==> config.mk <==
export PLATFORM = sky130hd
export DESIGN_NAME = pterm_array
export DESIGN_NICKNAME = d
export VERILOG_FILES = /design/src/rtl/pterm_array.sv
export SDC_FILE = /design/constraint.sdc
export NUM_CORES = 2
export LEC_CHECK = 0
export ABC_AREA = 1
export CAP_MARGIN = 20
export CORE_ASPECT_RATIO = 1.1
export CORE_MARGIN = 8
export CORE_UTILIZATION = 63
export CTS_CLUSTER_SIZE = 25
export DETAILED_ROUTE_END_ITERATION = 8
export PLACE_DENSITY_LB_ADDON = 0.08
export SYNTH_ARGS = -nofsm -noshare
export SYNTH_HDL_FRONTEND = slang
export SYNTH_SLANG_ARGS = --single-unit
==> constraint.sdc <==
create_clock -name clk -period 2.55 [get_ports clk]
set_clock_uncertainty 0.05 [all_clocks]
set_input_delay 0.6375 -clock clk [delete_from_list [all_inputs] [get_ports clk]]
set_output_delay 0.6375 -clock clk [all_outputs]
set_load 0.02 [all_outputs]
==> src/rtl/pterm_array.sv <==
module pterm_array #(
  parameter int N_SIG        = 16,
  parameter int N_ROW        = 64,
  parameter int ROWS_PER_GRP = 8
) (
  input  logic                          clk,
  input  logic                          rst_n,
  input  logic                          cfg_shift_en,
  input  logic                          cfg_shift_in,
  input  logic [N_SIG-1:0]              sig_in,
  output logic [N_ROW-1:0]              term_out,
  output logic [N_ROW/ROWS_PER_GRP-1:0] grp_out
);
  localparam int N_COL  = 2 * N_SIG;
  localparam int N_BITS = N_COL * N_ROW;
  localparam int N_GRP  = N_ROW / ROWS_PER_GRP;

  logic [N_BITS-1:0] cfg_q;
  logic [N_COL-1:0]  col;

  for (genvar i = 0; i < N_SIG; i++) begin : g_buf
    assign col[2*i]   = sig_in[i];
    assign col[2*i+1] = ~sig_in[i];
  end

  always_ff @(posedge clk or negedge rst_n)
    if (!rst_n)            cfg_q <= '1;
    else if (cfg_shift_en) cfg_q <= {cfg_q[N_BITS-2:0], cfg_shift_in};

  for (genvar r = 0; r < N_ROW; r++) begin : g_row
    logic [N_COL-1:0] mask;
    logic [N_SIG-1:0] pair_hit;
    assign mask = cfg_q[r*N_COL +: N_COL];
    assign term_out[r] = ~cfg_shift_en & (&(col | ~mask));

    for (genvar i = 0; i < N_SIG; i++) begin : g_pair
      assign pair_hit[i] = mask[2*i] & mask[2*i+1];
    end

    AST_EMPTY_ROW_HIGH: assert property (@(posedge clk) disable iff (!rst_n)
      (!cfg_shift_en && mask == '0) |-> term_out[r]);
    AST_PAIR_ROW_LOW: assert property (@(posedge clk) disable iff (!rst_n)
      (|pair_hit) |-> !term_out[r]);
  end

  for (genvar g = 0; g < N_GRP; g++) begin : g_grp
    assign grp_out[g] = |term_out[g*ROWS_PER_GRP +: ROWS_PER_GRP];
  end

  AST_IDLE_FROZEN: assert property (@(posedge clk) disable iff (!rst_n)
    !cfg_shift_en |=> $stable(cfg_q));
  AST_SHIFT_ENTRY: assert property (@(posedge clk) disable iff (!rst_n)
    cfg_shift_en |=> cfg_q[0] == $past(cfg_shift_in));
  AST_SHIFT_MOVE: assert property (@(posedge clk) disable iff (!rst_n)
    cfg_shift_en |=> cfg_q[N_BITS-1:1] == $past(cfg_q[N_BITS-2:0]));
  AST_SHIFT_QUIET: assert property (@(posedge clk) disable iff (!rst_n)
    cfg_shift_en |-> (grp_out == '0));
endmodule

==> results by group <==
Power and ir drop
  • PwrDens: between 800 and 900 nW/um^2
  • LEAKAGE: about 0.050 uW
  • Peak VDD IR: 0.635 mV

Drt
  • Via count: 81800
  • Final WL: 282 mm
  • Post-DRT Antenna Nets: 0
  • Vias per cell: approximately 5.5
  • DR DRC count: 0
  • Drt first pass iters: 8
  • Average routed wire per standard cell: about 19 um
  • Detailed Route Iter0 Violations: 7659

Critical path
  • Arr. time, crit path: 2420 ps
  • CP peak stage delay: 530 ps
  • Slowest CP cell: dfstp_2
  • CP cell instances: inv_2, o21ai_1, nor2_1, nand2_1, nor2_2, nand3_2, nand2_4, nor2_4, nand2_2, buf_6
  • R2R setup slack: 1400 ps
  • Crit. End Element: primary output
  • Required time worst endpoint: 1860 ps
  • FF-to-FF End: cfg_q[1629]
  • Worst-path maximum fanout: 2
  • Crit path from: cfg_q[962]
  • Kind of critical path: reg -> out
  • Reg2Reg Depth: 4
  • Reg2Reg Launch Point: cfg_q[1628]
  • Startpoint Class: flip-flop
  • CP Capture Point: grp_out[3]

CTS
  • Num Clock Sinks: 2048
  • Reg clk slew, reported paths: 70 ps
  • CTS tree: done
  • CTS Buffer Depth: 3
  • CTS Buf Count: 203
  • Number of H-tree levels: 4
  • Clk Latency, worst-skew pair: approximately 840 ps
  • CTS Root Buffer Type: clkbuf_16

STA
  • Max-slew violation count: 0
  • Tmin final: 3100 ps
  • Fin Setup TNS: -20130 ps
  • Slew margin rel.: 23.4%
  • Fin. Hold Viols: 0
  • RSZ-0062 raised after global routing: true
  • Period utilization: 122%
  • # setup viols final: 72
  • Fmax: between 300 and 400 MHz
  • PnR worst setup slack: -554 ps
  • Worst Tran Pin Value: approximately 1100 ps

Synthesis
  • Yosys cell types: 21
  • Synth Register Bits: 2048
  • Largest family of logic cells by synthesized area: simple AND/OR/NAND/NOR gates
  • Post-synthesis compound-gate area fraction: 12.8%
  • Post-Synth Simple-Gate Area: a little over a fifth
  • Mux cell area share after synthesis: 0%
  • Yosys warns: 0
  • Sequential area share after synthesis: a little under 60%
  • Xor and xnor area share after synthesis: 0%
  • Mapped Cells: 11500
  • Netlist Area Pre-Place: 93300 sq um
  • Post-Synth Adder-Cell Area: 0%
  • Avg Cell Area, Syn: between 8 and 9 sq um
  • Syn_nets: ~12000

Floorplanning
  • Rows: roughly 150
  • Io pins: 92
  • Die area: 161000 sq um
  • Die height: 420 um
  • Starting density of the core: 63.3%
  • Core area: 147000 sq um
  • Chip width: 383 um

GRT
  • Total global-route track usage: 34.2%
  • Vias in the first global route: 81300
  • Initial antenna violation count: 1
  • Global-route wire length before repair: 440 mm
  • Total grt overflow: 0
  • Largest net degree at the start of global routing: 245

Final layout
  • Largest registers: cfg_q: 2048 flops
  • Fin area: ~120000 sq um
  • P&R area growth vs syn: 24.5%
  • Share of cells above drive strength 1: 36.4%
  • Final net count: 12700
  • Max reg flops: 2048
  • Largest register by flop count: cfg_q

Place
  • Port bufs: between 90 and 100
  • DP Wirelength: 181 mm
  • Area after DPL: 106000 sq um
  • Routability cong.: 0.914

Run
  • # Max-Cap Violations: 0

Worst hold path
  • Worst min path class: in -> reg
  • HP Start: cfg_shift_en

Run status
  • Status: finished, violations left
  • Failing checks: negative setup slack
## cells by family (layout without fill, tap and decap cells)
group / Yosys count / count (layout)
other: 0 / 3
AOI/OAI and AO/OA: 2363 / 2363
buffers and inverters: 1886 / 3177
and+or+nand+nor: 5209 / 5209
DFF: 2048 / 2048
## power by group
part | total, uW | internal, uW | switching (uW)
registers | 44800 | 41700 | 3120
clock network | 30700 | 17900 | 12900
logic | 19600 | 8230 | 11400
## worst min-delay path by stage
stage	to	slack, ps	depth (start not counted)
6_report	cfg_q[731]	180	3
5_1_grt	cfg_q[731]	160	3
4_1_cts	cfg_q[731]	90	3
3_5_place_dp	cfg_q[2047]	400	2
3_3_place_gp	cfg_q[2047]	400	2
2_1_floorplan	cfg_q[2047]	390	2
## what timing repair did
item | in CTS | in global routing
endpoints found under the hold margin | 33 | 0
hold buffers | 1 | 0
resized for setup | 914 | 578
setup endpoints to repair | 72 | 72
cloned | 5 | 3
setup buffers | 96 | 77
pin swaps | 269 | 431
## per-stage QoR
stage	hold WS [ps]	utilization (%)	power, uW	setup slack (ps)	cells
6_report	177	78.8	95100	-554	14800
5_1_grt	161	78.8	99400	-615	14700
4_1_cts	89.7	77.7	94300	-609	14700
3_5_place_dp	404	71.7	62500	-1360	14300
3_3_place_gp	404	71.7	61700	-1330	14300
2_1_floorplan	392	-	53600	58.9	11500
## synthesized netlist by cell type
| master | number | area share [%] |
|---|---|---|
| a21oi_1 | 52 | 0.28 |
| a22oi_1 | 2 | 0.016 |
| buf_1 | 4 | 0.016 |
| buf_2 | 316 | 1.7 |
| buf_4 | 23 | 0.19 |
| buf_6 | 5 | 0.060 |
| clkbuf_1 | 333 | 1.3 |
| clkinv_1 | 2 | 0.0081 |
| dfstp_2 | 2048 | 58 |
| inv_1 | 1196 | 4.8 |
| inv_2 | 7 | 0.028 |
| nand2_1 | 4220 | 17 |
| nand3_1 | 102 | 0.55 |
| nand4_1 | 111 | 0.74 |
| nor2_1 | 760 | 3.1 |
| nor3_1 | 14 | 0.075 |
| o211ai_1 | 20 | 0.16 |
| o21a_1 | 6 | 0.048 |
| o21ai_0 | 2278 | 12 |
| o21ai_1 | 5 | 0.027 |
| or2_2 | 2 | 0.013 |
## final cells by class
cell class                 count  area [sq um]
antenna                        3          7.51
clock buffer                 314          6140
clock inverter                55           673
fill                        9900         31200
inverter                    1205          4650
multi-input combinational   7572         33500
sequential                  2048         53800
tap                         1950          2440
timing repair buffer        1603         14900
## cell usage in the layout (no fill, tap or decap), types with 74 or more instances in the layout
master,count
inv_2,200
o21ai_1,153
inv_1,978
buf_6,175
nand2_1,4075
buf_12,141
buf_4,1255
nand2_2,130
dfstp_2,2048
clkbuf_16,214
nand4_1,111
o21ai_2,74
o21ai_0,2056
nor2_1,588
nor2_2,153
## routing by layer
layer  up-vias  global-route usage (%)  share of wire [%]
met2      3156                    55.4                 47
met1     39800                    45.6                 40
li1      38100                       -                  -
met5         -                       0                  0
met3       772                    5.46                7.6
met4         0                    16.0                5.1
## critical path, delay by kind of cell (launching register included)
family | cells | cell delay [ps]
AND/OR/NAND/NOR | 7 | 740
flip-flops | 1 | 530
buffers and inverters | 2 | 170
AO/OA/AOI/OAI | 1 | 120
No activity file was read; power rests on OpenSTA's default activity.
